$ cat src/rtl/xseq_pkg.sv
package xseq_pkg;
   localparam int unsigned SEQ_W     = 3;
   localparam int unsigned SEQ_LEN   = 7;
   localparam int unsigned SEQ_START = 1;
   localparam int unsigned SEQ_LAST  = 4;
endpackage

$ cat src/rtl/xseq_next.sv
module xseq_next #(
   parameter int unsigned W = xseq_pkg::SEQ_W
) (
   input  logic [W-1:0] cur,
   output logic [W-1:0] nxt
);
   localparam logic [W-1:0] ONE = {{(W-1){1'b0}}, 1'b1};

   logic [W-1:0] shifted;
   logic         feedback;
   logic         is_zero;

   assign feedback   = cur[W-1] ^ cur[W-2];
   assign shifted[0] = feedback;

   generate
      for (genvar i = 1; i < W; i++) begin : g_shift
         assign shifted[i] = cur[i-1];
      end
   endgenerate

   assign is_zero = (cur == '0);

   always_comb begin
      if (is_zero) nxt = ONE;
      else         nxt = shifted;
   end
endmodule

$ cat src/rtl/xseq_reg.sv
module xseq_reg #(
   parameter int unsigned W     = xseq_pkg::SEQ_W,
   parameter int unsigned START = xseq_pkg::SEQ_START
) (
   input  logic         clk,
   input  logic         rst,
   input  logic         en,
   input  logic [W-1:0] d,
   output logic [W-1:0] q
);
   localparam logic [W-1:0] START_V = W'(START);

   always_ff @(posedge clk) begin
      if (rst)     q <= START_V;
      else if (en) q <= d;
   end

   // reset loads the start value, whatever the enable does
   a_r1_reset_load: assert property (@(posedge clk) rst |=> (q == START_V));
   a_r9_reset_wins: assert property (@(posedge clk) (rst && en) |=> (q == START_V));
   // no enable, no change
   a_r4_hold: assert property (@(posedge clk) disable iff (rst)
      !en |=> $stable(q));
endmodule

$ cat src/rtl/xseq_wrap.sv
module xseq_wrap #(
   parameter int unsigned W    = xseq_pkg::SEQ_W,
   parameter int unsigned LAST = xseq_pkg::SEQ_LAST
) (
   input  logic         clk,
   input  logic         rst,
   input  logic         en,
   input  logic [W-1:0] cur,
   output logic         wrap
);
   localparam logic [W-1:0] LAST_V = W'(LAST);

   always_ff @(posedge clk) begin
      if (rst) wrap <= 1'b0;
      else     wrap <= en && (cur == LAST_V);
   end

   // the pulse follows the step out of the last state and lasts one cycle
   a_r6_on_last: assert property (@(posedge clk) disable iff (rst)
      (en && cur == LAST_V) |=> wrap);
   a_r6_one_cycle: assert property (@(posedge clk) disable iff (rst)
      wrap |=> !wrap);
   a_r1_wrap_clear: assert property (@(posedge clk) rst |=> !wrap);
endmodule

$ cat src/rtl/xseq_stepper.sv
module xseq_stepper #(
   parameter int unsigned STATE_W     = xseq_pkg::SEQ_W,
   parameter int unsigned START_VALUE = xseq_pkg::SEQ_START
) (
   input  logic               clk,
   input  logic               rst,
   input  logic               step_en,
   output logic [STATE_W-1:0] q_o,
   output logic               wrap_o
);
   localparam logic [STATE_W-1:0] ONE_V = {{(STATE_W-1){1'b0}}, 1'b1};

   generate
      if (STATE_W != 3) begin : g_bad_width
         $error("xseq_stepper: feedback is defined for a three-bit state only");
      end
      if (START_VALUE >= (1 << STATE_W)) begin : g_bad_start
         $error("xseq_stepper: start value does not fit the state");
      end
   endgenerate

   logic [STATE_W-1:0] state;
   logic [STATE_W-1:0] state_nxt;

   xseq_next #(.W(STATE_W)) u_next (
      .cur (state),
      .nxt (state_nxt)
   );

   xseq_reg #(.W(STATE_W), .START(START_VALUE)) u_reg (
      .clk (clk),
      .rst (rst),
      .en  (step_en),
      .d   (state_nxt),
      .q   (state)
   );

   xseq_wrap #(.W(STATE_W), .LAST(xseq_pkg::SEQ_LAST)) u_wrap (
      .clk  (clk),
      .rst  (rst),
      .en   (step_en),
      .cur  (state),
      .wrap (wrap_o)
   );

   assign q_o = state;

   // zero recovers to one
   a_r5_zero_exit: assert property (@(posedge clk) disable iff (rst)
      (step_en && state == '0) |=> (state == ONE_V));
   // shift and XOR relation between consecutive states
   a_r8_shift_xor: assert property (@(posedge clk) disable iff (rst)
      (step_en && state != '0) |=>
         (state[1] == $past(state[0])) && (state[2] == $past(state[1])) &&
         (state[0] == ($past(state[2]) ^ $past(state[1]))));
   // a non-zero state stays non-zero
   a_r7_no_zero: assert property (@(posedge clk) disable iff (rst)
      (state != '0) |=> (state != '0));
   // the pulse is seen only while the state is the first one
   a_r6_at_first: assert property (@(posedge clk) disable iff (rst)
      wrap_o |-> (state == ONE_V));
endmodule

$ cat config.mk
export PLATFORM = sky130hd
export DESIGN_NAME = xseq_stepper
export DESIGN_NICKNAME = d
export VERILOG_FILES = /design/src/rtl/xseq_pkg.sv /design/src/rtl/xseq_next.sv /design/src/rtl/xseq_reg.sv /design/src/rtl/xseq_wrap.sv /design/src/rtl/xseq_stepper.sv
export SDC_FILE = /design/constraint.sdc
export NUM_CORES = 1
export LEC_CHECK = 0
export BUFFER_PORTS_ARGS = -buffer_cell sky130_fd_sc_hd__buf_2
export CAP_MARGIN = 15
export CORE_AREA = 2 2 39 41
export DETAILED_ROUTE_END_ITERATION = 8
export DIE_AREA = 0 0 41 43
export PLACE_DENSITY = 0.41
export SYNTH_ARGS = -nofsm -noshare
export SYNTH_HDL_FRONTEND = slang
export SYNTH_HIERARCHICAL = 1
export SYNTH_SLANG_ARGS = --single-unit
$ cat constraint.sdc
create_clock -name clk -period 1.15 [get_ports clk]
set_clock_uncertainty 0.15 [all_clocks]
set_input_delay 0.23 -clock clk [delete_from_list [all_inputs] [get_ports clk]]
set_output_delay 0.23 -clock clk [all_outputs]
set_load 0.01 [all_outputs]
After elaboration in Yosys (flattened, before gate mapping)
Index checks and enable logic that the tools add are counted.
W data, S select, Z words.
{"block": "totals", "ff_bits": 4, "input_bits": 3}
{"block": "classes", "n_eq_ne": 1, "n_mux": 1, "n_bitwise": 1, "n_reduce_logical": 2}
{"cell": "$eq A3 B3 Y1 const B", "n": 1}
{"cell": "$logic_not A3 Y1", "n": 1}
{"cell": "$mux W3", "n": 1}
{"cell": "$logic_and A1 B1 Y1", "n": 1}
{"cell": "$xor A1 B1 Y1", "n": 1}

Depth between registers and ports, before layout
Gate-level depths: netlist of run 1.
{"block": "depth", "word_depth": 2, "ltp_mapped": 3}

Hierarchy
Netlist of run 1, hierarchy kept.
{"mod": "xseq_reg", "n_inst": 1, "cells_per_inst": 9, "area_per_inst_um2": 102.6}
{"mod": "xseq_wrap", "n_inst": 1, "cells_per_inst": 3, "area_per_inst_um2": 33.8}
{"mod": "xseq_next", "n_inst": 1, "cells_per_inst": 4, "area_per_inst_um2": 20.0}

Worst setup path before layout of run 1
OpenSTA, ideal clock, no wires.
{"block": "synth_path", "path_kind": "flip-flop to flip-flop", "from": "register u_reg.q[0]", "to": "register u_reg.q[0]", "setup_ns": 0.120, "arrival_time_ns": 0.874, "required_time_ns": 0.880, "slack_ns": 0.007, "stages_incl_launch_ff": 4, "n_path_buf": 0, "synth_period_minus_slack_ns": 1.143, "path_cell_list": "dfxtp_1 -> nor3b_1 -> a21oi_1 -> a211o_1"}
{"block": "synth_via", "elab_chain_len": 2}
{"item": "from (decl)", "line": "xseq_reg.sv:9", "text": "output logic [W-1:0] q"}
{"item": "from (signal assigned)", "line": "xseq_reg.sv:14", "text": "if (rst) q <= START_V;"}
{"item": "from (signal assigned)", "line": "xseq_reg.sv:15", "text": "else if (en) q <= d;"}
{"item": "$logic_not A3 Y1", "line": "xseq_next.sv:22", "text": "assign is_zero = (cur == '0);"}
{"item": "$mux W3", "line": "xseq_next.sv:25", "text": "if (is_zero) nxt = ONE;"}
{"item": "net state_nxt[0]", "line": "xseq_stepper.sv:23", "text": "logic [STATE_W-1:0] state_nxt;"}
The timed path passes the listed nets, and every way through them passes these cells.
A chain may end at the register's enable or synchronous reset.

Final worst setup path of run 1
{"block": "layout_path", "from": "register u_reg.q[0]", "to": "output port q_o[0]"}
{"item": "to (decl)", "line": "xseq_stepper.sv:8", "text": "output logic [STATE_W-1:0] q_o,"}
No word-level cell between the ends.

==> results of run 1 <==
per-layer routing:
layer / global-route usage, % / vias up / part of all wire, %
li1: - / 71 / -
met1: 2.87 / 57 / 33
met2: 8.13 / 6 / 52
met3: 3.14 / 2 / 11
met4: 6.00 / 0 / 3.6
met5: 0 / - / 0
state kept, by name, indices dropped and copies added, names as in the netlist:
name,count
u_reg/q,3
u_wrap/wrap,1
worst paths after layout:
kind	cells after the start	to	slack (ns)
worst max-delay path	2	q_o[0]	-0.006
worst min-delay path	2	u_reg/q[1]	0.04
worst max register to register	3	u_reg/q[0]	0.05
worst min register to register	2	u_reg/q[2]	0.39
through the flow:
stage	std cells	hold WS, ns	utilization, %	instance area, sq um
global placement	37	0.286	14.9	206
detailed placement	37	0.292	14.9	206
floorplan	16	0.152	-	156
global route	40	0.0376	18.1	250
finish	40	0.0360	18.1	250
CTS	40	0.0285	17.2	238
critical path, stage by stage (launching register included):
cell,delay [ns]
sky130_fd_sc_hd__dfxtp_2,0.31
sky130_fd_sc_hd__buf_6,0.11
sky130_fd_sc_hd__buf_6,0.11
cells in the mapped netlist:
cell type                  number
sky130_fd_sc_hd__clkbuf_1       2
sky130_fd_sc_hd__nor2_1         3
sky130_fd_sc_hd__nor3b_1        1
sky130_fd_sc_hd__a211o_1        1
sky130_fd_sc_hd__dfxtp_1        4
sky130_fd_sc_hd__nor2b_1        1
sky130_fd_sc_hd__and4b_1        1
sky130_fd_sc_hd__a21oi_1        1
sky130_fd_sc_hd__mux2i_1        2
power breakdown:
part           internal, mW  switching [mW]
combinational        0.0315          0.0228
clock                 0.117          0.0634
sequential            0.149         0.00893
total                 0.297          0.0951
layout make-up:
cell class              instances  area (sq um)  area share [%]
multi-input cells              10          73.8            29.5
repair buffers                  7          47.5            19.0
well taps                      16          20.0            8.00
clock buffers                   3          22.5            9.00
flip-flops and latches          4          86.3            34.5
what timing repair did:
item,in CTS,in global routing
hold buffers,0,0
endpoints found under the setup margin,3,3
resized for setup,3,4
cells by family (layout without fill, tap and decap cells):
kind of cell | count (synthesis) | count (layout) | share of synthesized area (%)
AOI/OAI and AO/OA | 2 | 2 | 8.80
buffers and inverters | 2 | 10 | 4.80
DFF | 4 | 4 | 51.2
muxes | 2 | 2 | 12.8
and+or+nand+nor | 6 | 6 | 22.4
==> impl_summary.md, run 1 <==
Outcome
The flow ran to the end, but the final reports show violations. The checks that failed: negative setup slack.

Worst setup path
The worst setup path is of the reg2out kind. The worst register-to-register path begins at u_reg/q[1]. The timing startpoint of the critical path is u_reg/q[0]. Data arrives at the worst endpoint at 0.78 ns. The kind of start point of the critical path is a flip-flop.

The endpoint kind of the worst setup timing path is a primary output. For the worst setup path, the data required time is about 0.77 ns. Of all nets on the critical path, the largest fanout is 4.

Global route
The first global-routing pass estimated a little over 500 um of wire. The number of antenna violations at the first check in global routing is 0. The total overflow left after global routing is 0. The overall global routing resource usage is 5.01%. The via count of the first global-routing pass is between 100 and 150. The pin count of the biggest net entering global routing is 7.

Floorplanning
Measured along the x axis, the die boundary spans roughly 41 um. The die is between 40 and 50 um tall. Pin placement for this block handled 7 I/O pins. The die covers 1760 sq um. After floorplanning, the core was divided into 14 placement rows.

Once the floorplan was initialized, standard cells occupied 11.3% of the core. The core region is 1380 sq um.

Cells and area
Cells with a size suffix above 1 make up between 50 and 60% of the layout. The area added between synthesis and finish is 60.0%. The most frequent standard cell in the layout excluding fill and tap cells is sky130_fd_sc_hd__buf_2. The number of antenna diodes in the final layout is 0. In the layout the commonest cells are 5 x sky130_fd_sc_hd__buf_2, 3 x sky130_fd_sc_hd__clkbuf_4, 3 x sky130_fd_sc_hd__nor2_1.

The number of nets at the end of the flow is 29. The filler cell count in the final layout is 162.

Route
The detailed-route wire length per cell is 9.05 um. The detailed router placed between 100 and 150 vias in this run. For this block, the initial DRC count from the detailed router was 0. For this run, the detailed router's first-pass iteration total came to 1. The count of nets left with antenna violations after detail routing is 0. The number of vias per cell after detailed routing is 3.40. In the routed design, unresolved DRC markers number 0. The wire length reported by the detailed router is roughly 360 um.

Power
Power spread over the standard cell area amounts to around 1600 nW/um^2. The static leakage is between 0.1 and 0.15 nW. VDD sags by at most 0.204 mV. The overall power after layout is 393 uW.

Job
The tool flagged a number of max-cap violations equal to 0.

Yosys
After synthesis, the mean cell area works out to just under 10 sq um. The number of cells produced by synthesis is 16. The top cell type's share of synthesized area is about half. Synthesis produced a netlist with a net count of 19. By area the synthesized netlist is led by sky130_fd_sc_hd__dfxtp_1 51%, sky130_fd_sc_hd__mux2i_1 13%, sky130_fd_sc_hd__nor2_1 7.2%, sky130_fd_sc_hd__and4b_1 6.4%, sky130_fd_sc_hd__a211o_1 5.6%. After synthesis the netlist holds a flip-flop and latch count of 4. The post-synthesis cell type count is 9. The mapped netlist covers 156 sq um. The fraction of the yosys area taken by sequential cells is 51.2%. Summed over all instances, the cell type with the most area after synthesis is sky130_fd_sc_hd__dfxtp_1. The synthesis warning total is 6.

Place
The post-detailed-placement half-perimeter wirelength is 272 um. The weighted congestion at the end of routability-driven global placement is 0.418. At the placement stage, the worst setup path has a slack of 0.0207 ns. Input and output buffers added on the ports amount to 6.

Clock network
The total number of clock tree sinks is 4. The maximum number of buffers from clock root to sink is 2. The maximum level of the CTS H-tree is 1. The clock transition at the register clock pins on the worst setup and hold paths after CTS is 0.04 ns. The number of clock buffers inserted by TritonCTS is 3. The library cell used as clock root buffer is sky130_fd_sc_hd__clkbuf_4. The insertion delay to the later sink of the worst-skew pair is 0.24 ns. The post-CTS setup buffer count is 0. The TritonCTS clock tree is built.

STA
The relative max-transition margin is 91.2%. Setup slack on the critical path of the routed design comes to -0.00605 ns. After layout, the worst path uses 101% of the clock period. Setup repair after global routing could not meet its margin everywhere.

The number of max-slew violations in the final report was 0. The shortest period the worst path allows is around 1.2 ns. For the pin with the worst max-slew slack, the measured transition is 0.128 ns. The final sum of negative setup slack is -0.00605 ns.

The count of final hold-check violations was 0. Setup violations remaining at the end of the flow were counted as 1. For this run, the top clock speed supported by timing is 865 MHz.

Min path
In this run the worst hold path is classified as in2reg. The worst hold path begins at rst.
(Power assumes the default switching activity.)
==> inputs of run 2 (changes only) <==
--- a/config.mk
+++ b/config.mk
@@ -5,12 +5,13 @@
 export SDC_FILE = /design/constraint.sdc
 export NUM_CORES = 1
 export LEC_CHECK = 0
+export ABC_AREA = 1
 export BUFFER_PORTS_ARGS = -buffer_cell sky130_fd_sc_hd__buf_2
 export CAP_MARGIN = 15
 export CORE_AREA = 2 2 39 41
 export DETAILED_ROUTE_END_ITERATION = 8
 export DIE_AREA = 0 0 41 43
-export PLACE_DENSITY = 0.41
+export PLACE_DENSITY = 0.43
 export SYNTH_ARGS = -nofsm -noshare
 export SYNTH_HDL_FRONTEND = slang
 export SYNTH_HIERARCHICAL = 1
==> impl_summary.md, run 2 <==
Global route
The via count of the first global-routing pass was 161 (+18%). The number of antenna violations at the first check in global routing is 0 (unchanged). The global-route wire length before repair is 627 um (+23%).

The overall global routing resource usage is 6.41% (+1.4 points). The total congestion overflow is 0 (unchanged). The pin count of the biggest net entering global routing is 8 (+1).

Floorplanning
The standard-cell row count is 14 (unchanged). The area inside the core boundary is 1380 sq um (unchanged). The die boundary height is 43 um (unchanged).

The overall die width is 41 um (unchanged). The die footprint is 1760 sq um (unchanged). The I/O pin count came to 7 (unchanged). The initial core utilization was 13.8% (+2.5 points).

Worst setup path
The data required time of the worst path came to 0.77 ns (about the same). The worst-path maximum fanout is 6 (+2). Traced cell by cell, the critical path runs through buf_2. For this design, the slowest cell found on the critical path is sky130_fd_sc_hd__dfxtp_4. The cell class contributing the biggest share of worst-path delay is flip-flops. The number of buffers and inverters on the critical path is 1 (-1). The data arrival time of the critical path is 0.72 ns (-0.06 ns). The classification of the worst setup path is reg2out. The endpoint kind of the worst setup timing path is a primary output.

The peak per-stage delay on the critical path is 0.36 ns (+0.05 ns). The most critical setup path has its startpoint at u_reg/q[1]. The kind of start point of the critical path is a flip-flop. The worst register-to-register path begins at u_reg/q[2].

Job
The total of max-cap violations is 0 (unchanged).

Cells and area
In the layout the commonest cells are 11 x sky130_fd_sc_hd__nand2_1, 9 x sky130_fd_sc_hd__inv_1, 6 x sky130_fd_sc_hd__buf_2. The flip-flop count of the largest register, all copies and words added is 3 (unchanged). The register with the highest flop count is u_reg/q. The most frequent standard cell in the layout excluding fill and tap cells is sky130_fd_sc_hd__nand2_1. The share of the core filled with cells is 19.0% (+0.90 points).

The filler cell count in the final layout is 164 (+1.2%). The largest registers in the layout are u_reg/q x3, u_wrap/wrap x1. The total inserted antenna cells came to 0 (unchanged). Compared with the post-synthesis result, the final layout area differs by 37.3%. The share of layout cells above drive strength 1 came to 30.0% (-28 points). The number of nets at the end of the flow is 45 (+55%).

Place
The weighted congestion at the end of routability-driven global placement is 0.558 (+33%). The number of input and output port buffers inserted is 6 (unchanged).

STA
The relative max-transition margin was 92.2% (+1.0 points). Setup repair after global routing left no endpoint under its margin. The final worst-path cycle share came to 95.7% (-4.8 points).

The final sum of negative setup slack is 0 ns (+0.00605 ns). The shortest period the worst path allows is 1.10 ns (-0.0556 ns). The number of max-slew violations in the final report was 0 (unchanged). The measured slew at the worst slew-check pin is 0.117 ns (-0.0118 ns).

The count of final hold-check violations is 0 (unchanged). The setup violation total in the final timing report is 0 (-1). The top achievable clock speed was 909 MHz (+5.1%).

Clock network
The number of buffers added to fix hold violations after cts is 0 (unchanged). The insertion delay to the later sink of the worst-skew pair was 0.23 ns (about the same). The library cell used as clock root buffer is sky130_fd_sc_hd__clkbuf_4. The maximum level of the CTS H-tree came to 1 (unchanged).

The clock transition at the register clock pins on the worst setup and hold paths after CTS is 0.04 ns (about the same). The total number of clock tree sinks is 4 (unchanged). The post-CTS setup buffer count was 0 (unchanged).

The maximum number of buffers from clock root to sink is 2 (unchanged). The number of clock buffers inserted by TritonCTS is 3 (unchanged). The TritonCTS clock tree is built. The count of cells resized by post-cts repair is 2 (-1).

Power
The largest voltage drop on the vdd net is 0.166 mV (-18%). The power density over cell area is 1460 nW/um^2 (-7.0%). The static leakage is 0.159 nW (+33%).

Yosys
The synthesized area divided by synthesized cell count came to 5.80 sq um (-41%). The fraction of the yosys area taken by sequential cells is 41.8% (-9.4 points). The top cell type's share of synthesized area is 41.8% (-9.4 points). The number of cells produced by synthesis is 33 (+17).

The share of flip-flops with an asynchronous set or reset after synthesis is 0% (unchanged). Among all cell types in the netlist, the one instantiated most often is sky130_fd_sc_hd__nand2_1. The net count after synthesis is 36 (+17). By count the netlist is led by 11 x sky130_fd_sc_hd__nand2_1, 9 x sky130_fd_sc_hd__inv_1, 5 x sky130_fd_sc_hd__nor2_1.

The post-synthesis cell type with the largest combined area is sky130_fd_sc_hd__dfxtp_1. The mapped cell area is 191 sq um (+22%). The post-synthesis cell type count was 6 (-3). The count of flip-flops with a built-in enable after synthesis is 0 (unchanged).

The synthesis warning total came to 6 (unchanged). After synthesis, the cell types taking the most area are sky130_fd_sc_hd__dfxtp_1 42%, sky130_fd_sc_hd__nand2_1 22%, sky130_fd_sc_hd__inv_1 18%, sky130_fd_sc_hd__nor2_1 9.8%, sky130_fd_sc_hd__nand3_1 5.2%. The count of state elements after synthesis was 4 (unchanged). The dominant synthesized flop cell is sky130_fd_sc_hd__dfxtp_1.

Route
The wire length reported by the detailed router was 377 um (+4.1%). The detailed-route wire length per cell is 6.73 um (-26%). The count of nets left with antenna violations after detail routing is 0 (unchanged). The number of violations reported at the end of detailed-routing iteration 0 was 3 (+3). The number of vias per cell after detailed routing was 3.25 (-4.4%).

The number of detailed-routing iterations run before antenna repair is 2 (+1). The total vias in the final route is 182 (+34%). The count of unresolved DRC violations after routing was 0 (unchanged).

Outcome
The flow ran to the end, and the final reports show no timing, DRC or antenna violations.

Min path
In this run the most critical hold path is launched from rst. The path class of the lowest-slack min-delay path is in2reg.
run 2: changes by cell type after synthesis:
cell	delta
sky130_fd_sc_hd__mux2i_1	-2
sky130_fd_sc_hd__nand2_1	+11
sky130_fd_sc_hd__nor2_1	+2
sky130_fd_sc_hd__nor2b_1	-1
sky130_fd_sc_hd__nand3_1	+2
sky130_fd_sc_hd__and4b_1	-1
sky130_fd_sc_hd__a211o_1	-1
sky130_fd_sc_hd__inv_1	+9
sky130_fd_sc_hd__a21oi_1	-1
sky130_fd_sc_hd__nor3b_1	-1
run 2: per-layer routing:
| layer | global-route usage, % | up-vias | routed length [um] |
|---|---|---|---|
| met4 | 8.00 | 0 | 0 |
| met1 | 4.79 | 73 | 149 |
| met5 | 0 | - | 0 |
| met3 | 6.28 | 0 | 39 |
| li1 | - | 105 | - |
| met2 | 7.81 | 4 | 188 |
run 2: cell families after synthesis:
family,share of synthesized area [%]
simple gates,36.6
buf+inv,21.6
flops,41.8
run 2: where the power goes:
group	internal, mW	switching [mW]
sequential	0.150	0.00982
clock	0.117	0.0568
combinational	0.0215	0.0287
run 2: final timing paths:
check        depth (start not counted)     endpoint  slack, ns
max                                  1       q_o[1]       0.05
min reg2reg                          2  u_wrap/wrap       0.33
min                                  4  u_wrap/wrap       0.10
max reg2reg                          6   u_reg/q[0]       0.24
run 2: per-stage QoR:
step | worst slack, ns | instances | hold WS (ns) | cell area (sq um) | power (mW)
floorplan | 0.209 | 33 | 0.206 | 191 | 0.195
global placement | 0.198 | 53 | 0.334 | 234 | 0.213
detailed placement | 0.198 | 53 | 0.340 | 234 | 0.212
CTS | 0.0167 | 56 | 0.0968 | 259 | 0.395
global route | 0.00389 | 56 | 0.111 | 263 | 0.421
finish | 0.0496 | 56 | 0.101 | 263 | 0.383
run 2: final cells by class:
cell class              instances  area (sq um)  area share, %
clock buffers                   3          22.5           8.57
inverters                       9          33.8           12.9
well taps                      16          20.0           7.62
flip-flops and latches          4          86.3           32.9
repair buffers                  6          30.0           11.4
multi-input cells              18          70.1           26.7
